## config.mk

```make
export PLATFORM = sky130hd
export DESIGN_NAME = dma_chan_ctrl
export DESIGN_NICKNAME = d
export VERILOG_FILES = /design/src/rtl/dma_chan_pkg.sv /design/src/rtl/dma_chan_regs.sv /design/src/rtl/dma_chan_fetch.sv /design/src/rtl/dma_chan_seq.sv /design/src/rtl/dma_chan_ctrl.sv
export SDC_FILE = /design/constraint.sdc
export NUM_CORES = 1
export LEC_CHECK = 0
export BUFFER_PORTS_ARGS = -buffer_cell sky130_fd_sc_hd__buf_2
export CORE_MARGIN = 2
export CORE_UTILIZATION = 56
export DETAILED_ROUTE_END_ITERATION = 8
export GPL_TIMING_DRIVEN = 0
export PLACE_DENSITY_LB_ADDON = 0.05
export SLEW_MARGIN = 20
export SYNTH_ARGS = -nofsm -noshare
export SYNTH_HDL_FRONTEND = slang
export SYNTH_SLANG_ARGS = --single-unit
```

## constraint.sdc

```tcl
create_clock -name clk -period 3.1 [get_ports clk]
set_input_delay 0.31 -clock clk [delete_from_list [all_inputs] [get_ports clk]]
set_output_delay 0.31 -clock clk [all_outputs]
set_load 0.02 [all_outputs]
```

## src/rtl/dma_chan_pkg.sv

```systemverilog
package dma_chan_pkg;
   typedef enum logic [1:0] {
      ST_IDLE  = 2'd0,
      ST_FETCH = 2'd1,
      ST_XFER  = 2'd2,
      ST_ERROR = 2'd3
   } chan_state_e;

   localparam int REG_AW = 3;
   localparam logic [REG_AW-1:0] RA_MODE = 3'd0;
   localparam logic [REG_AW-1:0] RA_STAT = 3'd1;
   localparam logic [REG_AW-1:0] RA_SRC  = 3'd2;
   localparam logic [REG_AW-1:0] RA_DST  = 3'd3;
   localparam logic [REG_AW-1:0] RA_CNT  = 3'd4;
   localparam logic [REG_AW-1:0] RA_CDP  = 3'd5;

   // mode register bit positions
   localparam int MB_DIRECT = 0;
   localparam int MB_START  = 1;
   localparam int MB_ABORT  = 2;
   localparam int MB_SEL    = 3;
   localparam int MB_EXT    = 4;
   localparam int MB_EIE    = 5;
   localparam int MB_SWEN   = 6;
   localparam int MODE_W    = 7;

   // status register bit positions
   localparam int SB_BUSY = 0;
   localparam int SB_EOS  = 1;
   localparam int SB_ERR  = 2;

   // descriptor layout
   localparam int DESC_WORDS = 4;
   localparam int DW_SRC  = 0;
   localparam int DW_DST  = 1;
   localparam int DW_NEXT = 2;
   localparam int DW_CNT  = 3;
endpackage

```

## src/rtl/dma_chan_regs.sv

```systemverilog
module dma_chan_regs
   import dma_chan_pkg::*;
#(
   parameter int ADDR_W = 32,
   parameter int CNT_W  = 24
) (
   input  logic                clk,
   input  logic                rst_n,
   input  logic                wr_en,
   input  logic [REG_AW-1:0]   wr_addr,
   input  logic [31:0]         wr_data,
   input  logic [REG_AW-1:0]   rd_addr,
   output logic [31:0]         rd_data,
   input  chan_state_e         state,
   input  logic                seg_ok,
   input  logic                err_set,
   input  logic                cdp_adv,
   input  logic [ADDR_W-1:0]   cdp_next,
   output logic [ADDR_W-1:0]   src_q,
   output logic [ADDR_W-1:0]   dst_q,
   output logic [CNT_W-1:0]    cnt_q,
   output logic [ADDR_W-1:0]   cdp_q,
   output logic                eos_q,
   output logic                err_q,
   output logic                start_evt,
   output logic                start_chain,
   output logic                abort_rise,
   output logic                err_clr
);
   logic [MODE_W-1:0] mode_q;
   logic [MODE_W-1:0] mode_new;
   logic [MODE_W-1:0] mode_eff;
   logic mode_wr, stat_wr, idle, busy;
   logic edge_start, chain_ok, sw_src, sw_dst, sw_cdp, trig;

   assign mode_new = wr_data[MODE_W-1:0];
   assign mode_wr  = wr_en && (wr_addr == RA_MODE);
   assign stat_wr  = wr_en && (wr_addr == RA_STAT);
   assign idle     = (state == ST_IDLE);
   assign busy     = (state == ST_FETCH) || (state == ST_XFER);

   always_comb begin
      mode_eff   = mode_wr ? mode_new : mode_q;
      abort_rise = mode_wr && mode_new[MB_ABORT] && !mode_q[MB_ABORT];
      edge_start = mode_wr && mode_new[MB_START] && !mode_q[MB_START];
      chain_ok   = !mode_eff[MB_DIRECT] && !mode_eff[MB_EXT];
      sw_src     = wr_en && (wr_addr == RA_SRC) && mode_q[MB_DIRECT]
                   && mode_q[MB_SWEN] && mode_q[MB_SEL];
      sw_dst     = wr_en && (wr_addr == RA_DST) && mode_q[MB_DIRECT]
                   && mode_q[MB_SWEN] && !mode_q[MB_SEL];
      sw_cdp     = wr_en && (wr_addr == RA_CDP) && !mode_q[MB_DIRECT]
                   && !mode_q[MB_EXT] && mode_q[MB_SEL];
      trig       = (edge_start && (mode_eff[MB_DIRECT] || chain_ok))
                   || sw_src || sw_dst || sw_cdp;
      start_evt  = idle && trig && !abort_rise;
      start_chain = !mode_eff[MB_DIRECT];
      err_clr    = stat_wr && wr_data[SB_ERR] && err_q;
   end

   // mode register: software value, start bit forced on a single-write start
   always_ff @(posedge clk or negedge rst_n) begin
      if (!rst_n) begin
         mode_q <= '0;
      end else if (mode_wr) begin
         mode_q <= mode_new;
      end else if (start_evt) begin
         mode_q[MB_START] <= 1'b1;
      end
   end

   // data registers accept writes only while idle
   always_ff @(posedge clk or negedge rst_n) begin
      if (!rst_n) begin
         src_q <= '0;
         dst_q <= '0;
         cnt_q <= '0;
         cdp_q <= '0;
      end else begin
         if (idle && wr_en && (wr_addr == RA_SRC)) src_q <= wr_data[ADDR_W-1:0];
         if (idle && wr_en && (wr_addr == RA_DST)) dst_q <= wr_data[ADDR_W-1:0];
         if (idle && wr_en && (wr_addr == RA_CNT)) cnt_q <= wr_data[CNT_W-1:0];
         if (cdp_adv) begin
            cdp_q <= cdp_next;
         end else if (idle && wr_en && (wr_addr == RA_CDP)) begin
            cdp_q <= wr_data[ADDR_W-1:0];
         end
      end
   end

   // sticky status bits, set has priority over write-one-to-clear
   always_ff @(posedge clk or negedge rst_n) begin
      if (!rst_n) begin
         eos_q <= 1'b0;
         err_q <= 1'b0;
      end else begin
         if (seg_ok && mode_q[MB_EIE])         eos_q <= 1'b1;
         else if (stat_wr && wr_data[SB_EOS])  eos_q <= 1'b0;
         if (err_set)                          err_q <= 1'b1;
         else if (stat_wr && wr_data[SB_ERR])  err_q <= 1'b0;
      end
   end

   always_comb begin
      case (rd_addr)
         RA_MODE: rd_data = 32'(mode_q);
         RA_STAT: rd_data = 32'({err_q, eos_q, busy});
         RA_SRC:  rd_data = 32'(src_q);
         RA_DST:  rd_data = 32'(dst_q);
         RA_CNT:  rd_data = 32'(cnt_q);
         RA_CDP:  rd_data = 32'(cdp_q);
         default: rd_data = '0;
      endcase
   end
endmodule

```

## src/rtl/dma_chan_fetch.sv

```systemverilog
module dma_chan_fetch
   import dma_chan_pkg::*;
#(
   parameter int ADDR_W    = 32,
   parameter int BYTE_ADDR = 1
) (
   input  logic              clk,
   input  logic              rst_n,
   input  logic              go,
   input  logic              kill,
   input  logic [ADDR_W-1:0] base,
   output logic              rd_req,
   output logic [ADDR_W-1:0] rd_addr,
   input  logic              rd_ack,
   input  logic [31:0]       rd_data,
   input  logic              rd_err,
   output logic              done,
   output logic              err,
   output logic [31:0]       d_src,
   output logic [31:0]       d_dst,
   output logic [31:0]       d_next,
   output logic [31:0]       d_cnt
);
   localparam int IDX_W = $clog2(DESC_WORDS);
   localparam logic [IDX_W-1:0] IDX_LAST = IDX_W'(DESC_WORDS - 1);

   logic              active;
   logic [IDX_W-1:0]  idx;
   logic [ADDR_W-1:0] offs;
   logic [31:0]       word_q [DESC_WORDS];
   logic              take;

   generate
      if (BYTE_ADDR != 0) begin : g_byte_step
         assign offs = ADDR_W'({idx, 2'b00});
      end else begin : g_word_step
         assign offs = ADDR_W'(idx);
      end
   endgenerate

   assign rd_req  = active;
   assign rd_addr = base + offs;
   assign take    = active && rd_ack;
   assign done    = take && !rd_err && (idx == IDX_LAST);
   assign err     = take && rd_err;

   always_ff @(posedge clk or negedge rst_n) begin
      if (!rst_n) begin
         active <= 1'b0;
         idx    <= '0;
         for (int w = 0; w < DESC_WORDS; w++) word_q[w] <= '0;
      end else if (kill) begin
         active <= 1'b0;
         idx    <= '0;
      end else if (go) begin
         active <= 1'b1;
         idx    <= '0;
      end else if (take) begin
         if (rd_err || (idx == IDX_LAST)) begin
            active <= 1'b0;
            idx    <= '0;
         end else begin
            idx <= idx + 1'b1;
         end
         if (!rd_err) begin
            for (int w = 0; w < DESC_WORDS; w++) begin
               if (idx == IDX_W'(w)) word_q[w] <= rd_data;
            end
         end
      end
   end

   assign d_src  = word_q[DW_SRC];
   assign d_dst  = word_q[DW_DST];
   assign d_next = word_q[DW_NEXT];
   assign d_cnt  = word_q[DW_CNT];
endmodule

```

## src/rtl/dma_chan_seq.sv

```systemverilog
module dma_chan_seq
   import dma_chan_pkg::*;
(
   input  logic        clk,
   input  logic        rst_n,
   input  logic        start_evt,
   input  logic        start_chain,
   input  logic        abort_rise,
   input  logic        err_clr,
   input  logic        fetch_done,
   input  logic        fetch_err,
   input  logic        xfer_done,
   input  logic        xfer_err,
   input  logic        last_desc,
   output chan_state_e state,
   output logic        chain_q,
   output logic        fetch_go,
   output logic        fetch_kill,
   output logic        seg_ok,
   output logic        err_set,
   output logic        cdp_adv
);
   chan_state_e nxt;

   always_comb begin
      nxt        = state;
      fetch_go   = 1'b0;
      fetch_kill = 1'b0;
      seg_ok     = 1'b0;
      err_set    = 1'b0;
      cdp_adv    = 1'b0;
      case (state)
         ST_IDLE: begin
            if (start_evt) begin
               if (start_chain) begin
                  nxt      = ST_FETCH;
                  fetch_go = 1'b1;
               end else begin
                  nxt = ST_XFER;
               end
            end
         end
         ST_FETCH: begin
            if (abort_rise) begin
               nxt        = ST_IDLE;
               fetch_kill = 1'b1;
            end else if (fetch_err) begin
               nxt     = ST_ERROR;
               err_set = 1'b1;
            end else if (fetch_done) begin
               nxt = ST_XFER;
            end
         end
         ST_XFER: begin
            if (abort_rise) begin
               nxt = ST_IDLE;
            end else if (xfer_done) begin
               if (xfer_err) begin
                  nxt     = ST_ERROR;
                  err_set = 1'b1;
               end else begin
                  seg_ok = 1'b1;
                  if (chain_q && !last_desc) begin
                     nxt      = ST_FETCH;
                     fetch_go = 1'b1;
                     cdp_adv  = 1'b1;
                  end else begin
                     nxt = ST_IDLE;
                  end
               end
            end
         end
         ST_ERROR: begin
            if (err_clr) nxt = ST_IDLE;
         end
         default: nxt = ST_IDLE;
      endcase
   end

   always_ff @(posedge clk or negedge rst_n) begin
      if (!rst_n) begin
         state   <= ST_IDLE;
         chain_q <= 1'b0;
      end else begin
         state <= nxt;
         if (start_evt && (state == ST_IDLE)) chain_q <= start_chain;
      end
   end
endmodule

```

## src/rtl/dma_chan_ctrl.sv

```systemverilog
module dma_chan_ctrl
   import dma_chan_pkg::*;
#(
   parameter int ADDR_W    = 32,
   parameter int CNT_W     = 24,
   parameter int BYTE_ADDR = 1
) (
   input  logic              clk,
   input  logic              rst_n,
   input  logic              reg_wr_en,
   input  logic [2:0]        reg_wr_addr,
   input  logic [31:0]       reg_wr_data,
   input  logic [2:0]        reg_rd_addr,
   output logic [31:0]       reg_rd_data,
   output logic              mem_rd_req,
   output logic [ADDR_W-1:0] mem_rd_addr,
   input  logic              mem_rd_ack,
   input  logic [31:0]       mem_rd_data,
   input  logic              mem_rd_err,
   output logic              xfer_req,
   output logic [ADDR_W-1:0] xfer_src,
   output logic [ADDR_W-1:0] xfer_dst,
   output logic [CNT_W-1:0]  xfer_cnt,
   input  logic              xfer_done,
   input  logic              xfer_err,
   output logic [1:0]        chan_state,
   output logic              irq
);
   generate
      if (ADDR_W < 8 || ADDR_W > 32) begin : g_bad_addr_w
         $error("dma_chan_ctrl: ADDR_W must lie in 8..32");
      end
      if (CNT_W < 1 || CNT_W > 32) begin : g_bad_cnt_w
         $error("dma_chan_ctrl: CNT_W must lie in 1..32");
      end
      if (BYTE_ADDR != 0 && BYTE_ADDR != 1) begin : g_bad_byte
         $error("dma_chan_ctrl: BYTE_ADDR must be 0 or 1");
      end
   endgenerate

   chan_state_e       state;
   logic [ADDR_W-1:0] src_q, dst_q, cdp_q, cdp_next;
   logic [CNT_W-1:0]  cnt_q;
   logic              eos_q, err_q;
   logic              start_evt, start_chain, abort_rise, err_clr;
   logic              chain_q, fetch_go, fetch_kill, seg_ok, err_set, cdp_adv;
   logic              fetch_done, fetch_err;
   logic [31:0]       d_src, d_dst, d_next, d_cnt;
   logic              unused_desc_bits;

   dma_chan_regs #(.ADDR_W(ADDR_W), .CNT_W(CNT_W)) i_regs (
      .clk(clk), .rst_n(rst_n),
      .wr_en(reg_wr_en), .wr_addr(reg_wr_addr), .wr_data(reg_wr_data),
      .rd_addr(reg_rd_addr), .rd_data(reg_rd_data),
      .state(state), .seg_ok(seg_ok), .err_set(err_set),
      .cdp_adv(cdp_adv), .cdp_next(cdp_next),
      .src_q(src_q), .dst_q(dst_q), .cnt_q(cnt_q), .cdp_q(cdp_q),
      .eos_q(eos_q), .err_q(err_q),
      .start_evt(start_evt), .start_chain(start_chain),
      .abort_rise(abort_rise), .err_clr(err_clr)
   );

   dma_chan_fetch #(.ADDR_W(ADDR_W), .BYTE_ADDR(BYTE_ADDR)) i_fetch (
      .clk(clk), .rst_n(rst_n),
      .go(fetch_go), .kill(fetch_kill), .base(cdp_next_or_cur()),
      .rd_req(mem_rd_req), .rd_addr(mem_rd_addr),
      .rd_ack(mem_rd_ack), .rd_data(mem_rd_data), .rd_err(mem_rd_err),
      .done(fetch_done), .err(fetch_err),
      .d_src(d_src), .d_dst(d_dst), .d_next(d_next), .d_cnt(d_cnt)
   );

   dma_chan_seq i_seq (
      .clk(clk), .rst_n(rst_n),
      .start_evt(start_evt), .start_chain(start_chain),
      .abort_rise(abort_rise), .err_clr(err_clr),
      .fetch_done(fetch_done), .fetch_err(fetch_err),
      .xfer_done(xfer_done), .xfer_err(xfer_err),
      .last_desc(d_next[0]),
      .state(state), .chain_q(chain_q),
      .fetch_go(fetch_go), .fetch_kill(fetch_kill),
      .seg_ok(seg_ok), .err_set(err_set), .cdp_adv(cdp_adv)
   );

   // the fetch address always follows the live pointer register
   function automatic logic [ADDR_W-1:0] cdp_next_or_cur();
      return cdp_q;
   endfunction

   assign cdp_next = {d_next[ADDR_W-1:1], 1'b0};

   assign xfer_req   = (state == ST_XFER);
   assign xfer_src   = chain_q ? d_src[ADDR_W-1:0] : src_q;
   assign xfer_dst   = chain_q ? d_dst[ADDR_W-1:0] : dst_q;
   assign xfer_cnt   = chain_q ? d_cnt[CNT_W-1:0]  : cnt_q;
   assign chan_state = state;
   assign irq        = eos_q;

   assign unused_desc_bits = ^{d_src, d_dst, d_next, d_cnt};
endmodule

```

* After elaboration in Yosys (flattened, before gate mapping)
Index checks and enable logic that the tools add are counted.
** Cells by class
- Muxes and demuxes :: 52
- Eq/ne operators :: 20
- Add/subtract/negate cells :: 2
- Bitwise operators :: 3
- Reduce and logical (&&, ||, !) cells :: 69
** Operators by type and width (number)
- one-hot mux 32 bit (6 select lines) :: 1
- two-way mux 32 bit :: 4
- logical AND 1 bit :: 37
- adder 32 x 4 -> 32 bit :: 1
- two-way mux 1 bit :: 29
- two-way mux 2 bit :: 13
- two-way mux 24 bit :: 1
- AND reduction 5 bit :: 4
- == test 3 x 2 -> 1 bit (second input constant) :: 4
- == test 3 bit (second input constant) :: 4
- logical NOT 1 bit :: 10
- == test 2 bit (second input constant) :: 4
- one-hot mux 2 bit (4 select lines) :: 1
- nonzero test 2 bit :: 4
- == test 3 x 1 -> 1 bit (second input constant) :: 2
- logical NOT 3 bit :: 2
- logical OR 1 bit :: 6
- nonzero test 3 bit :: 2
- two-way mux 5 bit :: 1
- == test 2 x 1 -> 1 bit (second input constant) :: 2
- logical NOT 2 bit :: 2
- inequality test 4 bit (second input constant) :: 1
- one-hot mux 1 bit (2 select lines) :: 2
- AND reduction 4 bit :: 1
- 6 further kinds :: 8
** Word-level totals
- Register bits after elaboration :: 255
- Output and inout bits :: 157

* Depth between registers and ports, before layout
Gate-level depths: netlist of run 1.
- Word-level depth :: 16
- Gate-level depth with buffers :: 8

* By module
A second synthesis of run 1 with hierarchy kept.
** Unflattened totals
- Cells, all modules :: 1014
- Area, all modules :: 13365.3 um^2
** By module, submodules not included
- dma_chan_regs :: area an instance 6278.5 um^2, cells each 504, times used 1
- dma_chan_fetch :: area an instance 5609.1 um^2, cells each 374, times used 1
- dma_chan_ctrl :: area an instance 1151.1 um^2, cells each 100, times used 1
- dma_chan_seq :: area an instance 326.6 um^2, cells each 36, times used 1

* Least setup slack after synthesis of run 1
No wires, ideal clock.
- Path kind :: reg-to-output
- From :: reg i_fetch.idx[0]
- To :: out mem_rd_addr[26]
- Arrival time :: 2406 ps
- Path slack :: 384 ps
- Stages on the path, launching flop included :: 9
- Path buffers :: 0
- Path through :: dfrtp_1 ha_1 inv_1 fa_1 nand3b_1 nor3_1 nand3_1 nor2b_1 xor2_1
** On the way
- Cells in the longest elaborated chain, start to end :: 1
** RTL lines
- start, declared :: RTL line dma_chan_fetch.sv:28 : logic [IDX_W-1:0] idx;
- start signal, assigned :: RTL line dma_chan_fetch.sv:63 : idx <= idx + 1'b1;
- adder 32 x 4 -> 32 bit :: RTL line dma_chan_fetch.sv:42 : assign rd_addr = base + offs;
- end, declared :: RTL line dma_chan_ctrl.sv:16 : output logic [ADDR_W-1:0] mem_rd_addr,
No other way between the ends.

* Worst setup path after layout of run 1
- From :: reg i_fetch.idx[0]
- To :: out mem_rd_addr[24]
The elaborated chain is that of the path after synthesis.

==> metrics.csv, run 1 <==
metric,value,unit
Ports,234,
Die X,155,um
Worst EP arrival,2.88,ns
Fin Clk Skew,0.0175,ns
Worst slew margin,0.253,
Clock Latency Late Sink,0.54,ns
Core Region,22600,um2
synth warn,0,
violated checks,setup timing,
Synth cell types,47,
met1 Resource Use GR,0.424,
"Buf+Inv Stages, Crit Path",3,
first-pass GRT wire length,54200,um
vias in the first global route,9305,
Post-synth EDFFs,0,
Vias/cell,5.82,
site row count,55,
Critical Path Fanout Max,3,
Main synth FF type,dfrtp_1,
FILL cells,1781,
All-Layer GR Usage,0.296,
die height,155,um
Synth Net Count,1083,
origin of the critical flop-to-flop path,i_seq.state[0],
Syn Area/Cell,12.9,um2
Root Driver,clkbuf_16,
P_leak,0.00778,uW
crit path cell chain,ha_2 > inv_2 > fa_2 > nand3b_1 > nor3_4 > buf_6 > nand3_2 > nor2_1 > xor2_1 > buf_4,
Critical Path Max Stage Delay,0.38,ns
dpl ws,-0.399,ns
Final Slew Violations,0,
hpwl dp,25000,um
CP startpoint kind,register,
Finished Core Util,0.689,
DIE AREA,24100,um2
H-tree depth reported by CTS,1,
GR Overflow Total,0,
GPL Wtd Cong,0.848,
Worst Hold Depth,2,
Final Cycle Share,1.03,
layout cell share with drive strength beyond 1,0.483,
"antenna viol nets, final",0,
fmax,313,MHz
Worst Hold Launch,mem_rd_data[31],
Max clock buf depth,3,
CP Capture Type,output port,
Register Area,6380,um2
Power Density,1020,nW/um2
Post-Route WL,35800,um
Min-Delay Path Class,in -> reg,
Non-Filler Instances,1579,
Initial Util,0.567,
"Reg clk slew, reported paths",0.06,ns
Cells after DPL,1513,
DRC,0,
FF-to-FF End,i_regs.cnt_q[17],
worst setup margin,-0.0922,ns
initial antenna violation count,2,
footprint of the multi-input gates,6180,um2
met2 usage,0.479,
register area share after synthesis,0.498,
"Async S/R FF share, synth",1.00,
commonest cells in the netlist,"275 x mux2_2, 255 x dfrtp_1, 84 x mux2i_1",
Layout area overhead,21.5,%
worst-case hold path end point,i_fetch.d_next[31],
initial drt markers,467,
largest cells by area after synthesis,"dfrtp_1 50%, mux2_2 24%, mux2i_1 6.6%",
status,"complete, but fails checks",
post-synth top area cell,dfrtp_1,
Post-Synthesis Cells,995,
drt wl/cell,22.7,um
final hold slack,0.0115,ns
endpoints failing hold,0,
Worst Tran Pin Value,1.12,ns
via count,9186,
CP required,2.79,ns
synthesized flop and latch total,255,
final setup TNS,-0.288,ns
post-layout min period,3.19,ns
clock sinks,255,
top cell type's share of synthesized area,0.498,
CTS tree,done,
WS Path Type,reg -> out,
Synth Cell Area,12800,um2
max-cap violations,0,
FF-to-FF path depth,7,
largest net degree at the start of global routing,96,
setup violators final,4,
unrepaired setup endpoints after global routing,true,
Pre-antenna DRT Iters,5,
Critical Path Slowest Stage Cell,dfrtp_1,
most used routing layer,met2,
"setup slack, reg-to-reg",0.20,ns
met3 usage,0.0443,
cell family with most CP delay,simple AND/OR/NAND/NOR gates,
Worst VDD drop,0.000645,V
count of port buffers added during placement,231,
most common cell in the netlist,mux2_2,
Layout Nets,1361,
CTS buffer count,28,
per-layer routing:
metal | up-vias | share of wire | wire length, um
met2 | 352 | 0.47 | 17000
met1 | 4633 | 0.44 | 15700
met5 | - | 0 | 0
li1 | 4144 | - | -
met4 | 0 | 0.022 | 794
met3 | 57 | 0.066 | 2370
cell usage in the layout (no fill, tap or decap), types with 4 or more instances in the layout:
| cell type | n |
|---|---|
| mux2_2 | 275 |
| dfrtp_1 | 254 |
| buf_2 | 223 |
| mux2i_1 | 84 |
| nand2_1 | 65 |
| clkbuf_1 | 46 |
| o21ai_0 | 43 |
| clkbuf_16 | 29 |
| buf_4 | 23 |
| nor2_1 | 22 |
| o22ai_1 | 19 |
| mux2_1 | 17 |
| xnor2_1 | 15 |
| nand3_1 | 14 |
| buf_6 | 14 |
| inv_1 | 12 |
| mux2_4 | 10 |
| ha_1 | 9 |
| a21oi_1 | 7 |
| xor2_1 | 7 |
| clkbuf_2 | 7 |
| a22oi_1 | 6 |
| xnor2_2 | 6 |
| nand2b_1 | 6 |
| clkbuf_8 | 6 |
| o221ai_1 | 5 |
| and3_1 | 5 |
| nand4_1 | 5 |
| nand4_4 | 4 |
power by group:
part,switching (uW),total (uW),internal (uW)
Combinational,3670,6770,3100
Sequential,1070,5780,4720
Clock,1310,3240,1930
Total,6050,15800,9750
worst reg2reg max path: cells and delay by family (launching register included):
kind          cells  cell delay (ns)
simple gates      2             0.64
buf+inv           3             1.17
mux               1             0.42
fa+ha+maj         1             0.15
flops             1             0.41
stage by stage:
| step | total power [uW] | instance area, um2 |
|---|---|---|
| 2_1_floorplan | 10200 | 12800 |
| 3_3_place_gp | 12300 | 14300 |
| 3_5_place_dp | 12400 | 14400 |
| 4_1_cts | 15800 | 15400 |
| 5_1_grt | 16600 | 15600 |
| 6_report | 15800 | 15600 |
how the worst max path moves through the flow:
stage	start	end	slack [ns]	cells after the start
detailed placement	i_fetch.idx[0]	mem_rd_addr[24]	-0.40	9
global placement	rst_n	i_fetch.d_dst[18]	-3.08	1
CTS	i_fetch.idx[0]	mem_rd_addr[24]	-0.03	9
floorplan	i_fetch.idx[0]	mem_rd_addr[26]	0.38	8
global route	i_fetch.idx[0]	mem_rd_addr[26]	-0.18	10
finish	i_fetch.idx[0]	mem_rd_addr[24]	-0.09	10
what timing repair did:
item / CTS / global route
endpoints found under the hold margin: 66 / 0
buffers inserted: 9 / 6
hold buffers: 1 / 0
setup endpoints to repair: 26 / 162
resized for setup: 20 / 30
pin swaps: 3 / 4
area by class of cell:
type                       instances  share of cell area
timing repair buffer             249              0.0885
buffer                            57              0.0203
inverter                          13             0.00314
clock buffer                      46              0.0546
clock inverter                     3             0.00257
antenna                            2            0.000322
sequential                       255               0.410
multi-input combinational        669               0.397
tap                              285              0.0229
sequential cells by signal (all words and copies together), names as in the netlist, 24 cells and up:
signal          flops
i_fetch.d_dst      32
i_fetch.d_next     32
i_fetch.d_src      32
i_regs.cdp_q       32
i_regs.dst_q       32
i_regs.src_q       32
i_fetch.d_cnt      24
i_regs.cnt_q       24
cells by family (layout without fill, tap and decap cells):
logic type      Yosys count  in the layout  synth area share
compound gates           94             94            0.0468
xor+xnor                 28             28            0.0192
fa+ha+maj                11             11            0.0113
buf+inv                  71            368            0.0279
flops                   255            255             0.498
mux                     387            387             0.336
other cells               0              2                 0
simple gates            149            149            0.0604
Power figures use the tool's default switching activity.
==> run 2: changes to the inputs <==
--- a/config.mk
+++ b/config.mk
@@ -7,7 +7,7 @@
 export LEC_CHECK = 0
 export BUFFER_PORTS_ARGS = -buffer_cell sky130_fd_sc_hd__buf_2
 export CORE_MARGIN = 2
-export CORE_UTILIZATION = 56
+export CORE_UTILIZATION = 61
 export DETAILED_ROUTE_END_ITERATION = 8
 export GPL_TIMING_DRIVEN = 0
 export PLACE_DENSITY_LB_ADDON = 0.05
==> constraint.sdc (replaced) <==
create_clock -name clk -period 3.79 [get_ports clk]
set_input_delay 0.379 -clock clk [delete_from_list [all_inputs] [get_ports clk]]
set_output_delay 0.379 -clock clk [all_outputs]
set_load 0.02 [all_outputs]
==> run 2 against run 1 <==
  * Sequential power is 18% lower
  * Die area shrank 8.0%
  * Critical path depth decreased by 1
  * Sequential cell count unchanged
  * Non-clock buffer count down 13
  * Worst setup slack improved by 0.23 ns
  * Combinational power is 19% lower
  * Sequential share of layout area increased by 0.54 points
  * Largest power group unchanged
  * The run now ends clean
==> metrics.csv, run 2 (synthesis results as in run 1) <==
metric,value,unit
M1 WL,15100,um
Worst Tran Pin Value,1.05,ns
Power Density,843,nW/um2
Post-Route WL,35100,um
Min-Delay Path Class,in -> reg,
die height,149,um
max-cap violations,0,
P_int,7980,uW
Max clock buf depth,3,
Core Region,20400,um2
P_leak,0.00766,uW
setup violators final,0,
logic gate share of total power,0.421,
"Reg clk slew, reported paths",0.06,ns
Ports,234,
first-pass GRT wire length,53400,um
via count,9344,
crit path cell chain,ha_1 > inv_1 > fa_1 > nand3b_1 > nor3_4 > nand3_1 > nor2_1 > xor2_1 > buf_2,
dpl ws,0.218,ns
worst setup margin,0.137,ns
cell family with most CP delay,simple AND/OR/NAND/NOR gates,
DIE AREA,22200,um2
DRC,0,
Root Driver,clkbuf_16,
"setup slack, reg-to-reg",0.69,ns
status,completed,
"commonest non-fill, non-tap cell in the layout",mux2_2,
fmax,274,MHz
initial antenna violation count,1,
hpwl dp,24800,um
drt wl/cell,22.7,um
WS Path Type,reg -> out,
Pre-antenna DRT Iters,5,
All-Layer GR Usage,0.315,
site row count,52,
sw power,4960,uW
Layout Nets,1347,
# diodes,0,
Clock Latency Late Sink,0.54,ns
GR Overflow Total,0,
Worst Hold Depth,2,
Layout area overhead,19.9,%
post-layout min period,3.65,ns
wire length on met3,2490,um
CP required,3.41,ns
endpoints failing hold,0,
Worst slew margin,0.300,
clock sinks,255,
"commonest non-fill, non-tap cells in the layout","275 x mux2_2, 255 x dfrtp_1, 231 x buf_2",
Initial Util,0.627,
GPL Wtd Cong,0.867,
vias in the first global route,9296,
largest net degree at the start of global routing,90,
FF-to-FF path depth,7,
"Buf+Inv Stages, Crit Path",2,
unrepaired setup endpoints after global routing,false,
initial drt markers,609,
switching part of the total,0.383,
highest routed layer,met5,
Critical Path Fanout Max,6,
count of port buffers added during placement,231,
Seq pwr share,0.365,
CP Capture Type,output port,
"antenna viol nets, final",0,
Vias/cell,6.04,
CTS tree,done,
Critical Path Max Stage Delay,0.45,ns
Worst EP arrival,3.27,ns
DR WL met2,16500,um
Non-Filler Instances,1548,
H-tree depth reported by CTS,1,
Die X,149,um
Worst VDD drop,0.000623,V
CP startpoint kind,register,
Fin Clk Skew,0.0148,ns
Final Cycle Share,0.964,
Critical Path Slowest Stage Cell,fa_1,
layout cell share with drive strength beyond 1,0.463,
CTS buffer count,27,
Worst path depth,9,
Cells after DPL,1499,
Final Slew Violations,0,
clock share of power,0.213,
==> run 2: cell count changes in the layout (fill, tap and decap cells not counted), moves of 3 or more <==
| cell | previous run | this run |
|---|---|---|
| buf_4 | 23 | 2 |
| buf_2 | 223 | 231 |
| clkbuf_2 | 7 | 0 |
| clkbuf_8 | 6 | 12 |
| xnor2_1 | 15 | 21 |
| xnor2_2 | 6 | 0 |
| buf_6 | 14 | 11 |
| nand3_1 | 14 | 17 |
==> run 2: final cells by class <==
class / count / area, um2
fill: 1403 / 5070
multi-input combinational: 669 / 6080
inverter: 13 / 48.8
clock inverter: 6 / 86.3
sequential: 255 / 6380
timing repair buffer: 235 / 1260
tap: 270 / 338
buffer: 58 / 309
clock buffer: 42 / 852
==> run 2: metal layers <==
layer  global-route usage  up-vias
met2                0.506      408
met5                    0        -
met1                0.446     4753
met3               0.0529       70
li1                     -     4111
met4               0.0948        2
==> run 2: path summary, 6_finish.rpt <==
path | start | to
min in group asynchronous | rst_n | i_fetch.d_dst[2]
setup / recovery | i_fetch.idx[0] | mem_rd_addr[24]
setup reg to reg | i_seq.state[0] | i_regs.dst_q[31]
hold / removal | mem_rd_data[31] | i_fetch.d_next[31]
hold reg to reg | i_fetch.d_next[7] | i_regs.cdp_q[7]
max in group asynchronous | rst_n | i_fetch.d_cnt[23]
==> run 2: timing repair <==
item                                   CTS  global route
gates resized for setup                  2             1
hold buffers                             1             0
pin swaps                                0             1
endpoints found under the hold margin   42             0
setup endpoints to repair                7             5
setup buffers                            0             0
gates cloned                             0             0
==> run 2: worst register-to-register path: cells and delay by family (launching register included) <==
family	cells	cell delay, ns
flip-flops	1	0.41
AND/OR/NAND/NOR	2	0.86
adder cells (fa/ha/maj)	1	0.15
buffers and inverters	3	1.15
multiplexers	1	0.42
==> run 2: power groups by stage <==
| stage | combinational (uW) | sequential, uW | clock (uW) |
|---|---|---|---|
| 2_1_floorplan | 3820 | 4490 | 0 |
| 5_1_grt | 5800 | 4870 | 2890 |
| 4_1_cts | 5470 | 4710 | 2780 |
| 3_3_place_gp | 5310 | 4670 | 0 |
| 6_report | 5450 | 4730 | 2760 |
| 3_5_place_dp | 5420 | 4740 | 0 |
==> run 2: through the flow <==
step / power (uW) / util / setup TNS (ns) / hold slack (ns) / area (um2)
2_1_floorplan: 8310 / - / 0 / 0.0834 / 12800
3_3_place_gp: 9990 / 0.700 / -592.47 / 0.451 / 14300
3_5_place_dp: 10200 / 0.704 / 0 / 0.312 / 14400
4_1_cts: 13000 / 0.751 / 0 / 0.0889 / 15300
5_1_grt: 13600 / 0.752 / 0 / 0.0990 / 15400
6_report: 12900 / 0.752 / 0 / 0.106 / 15400
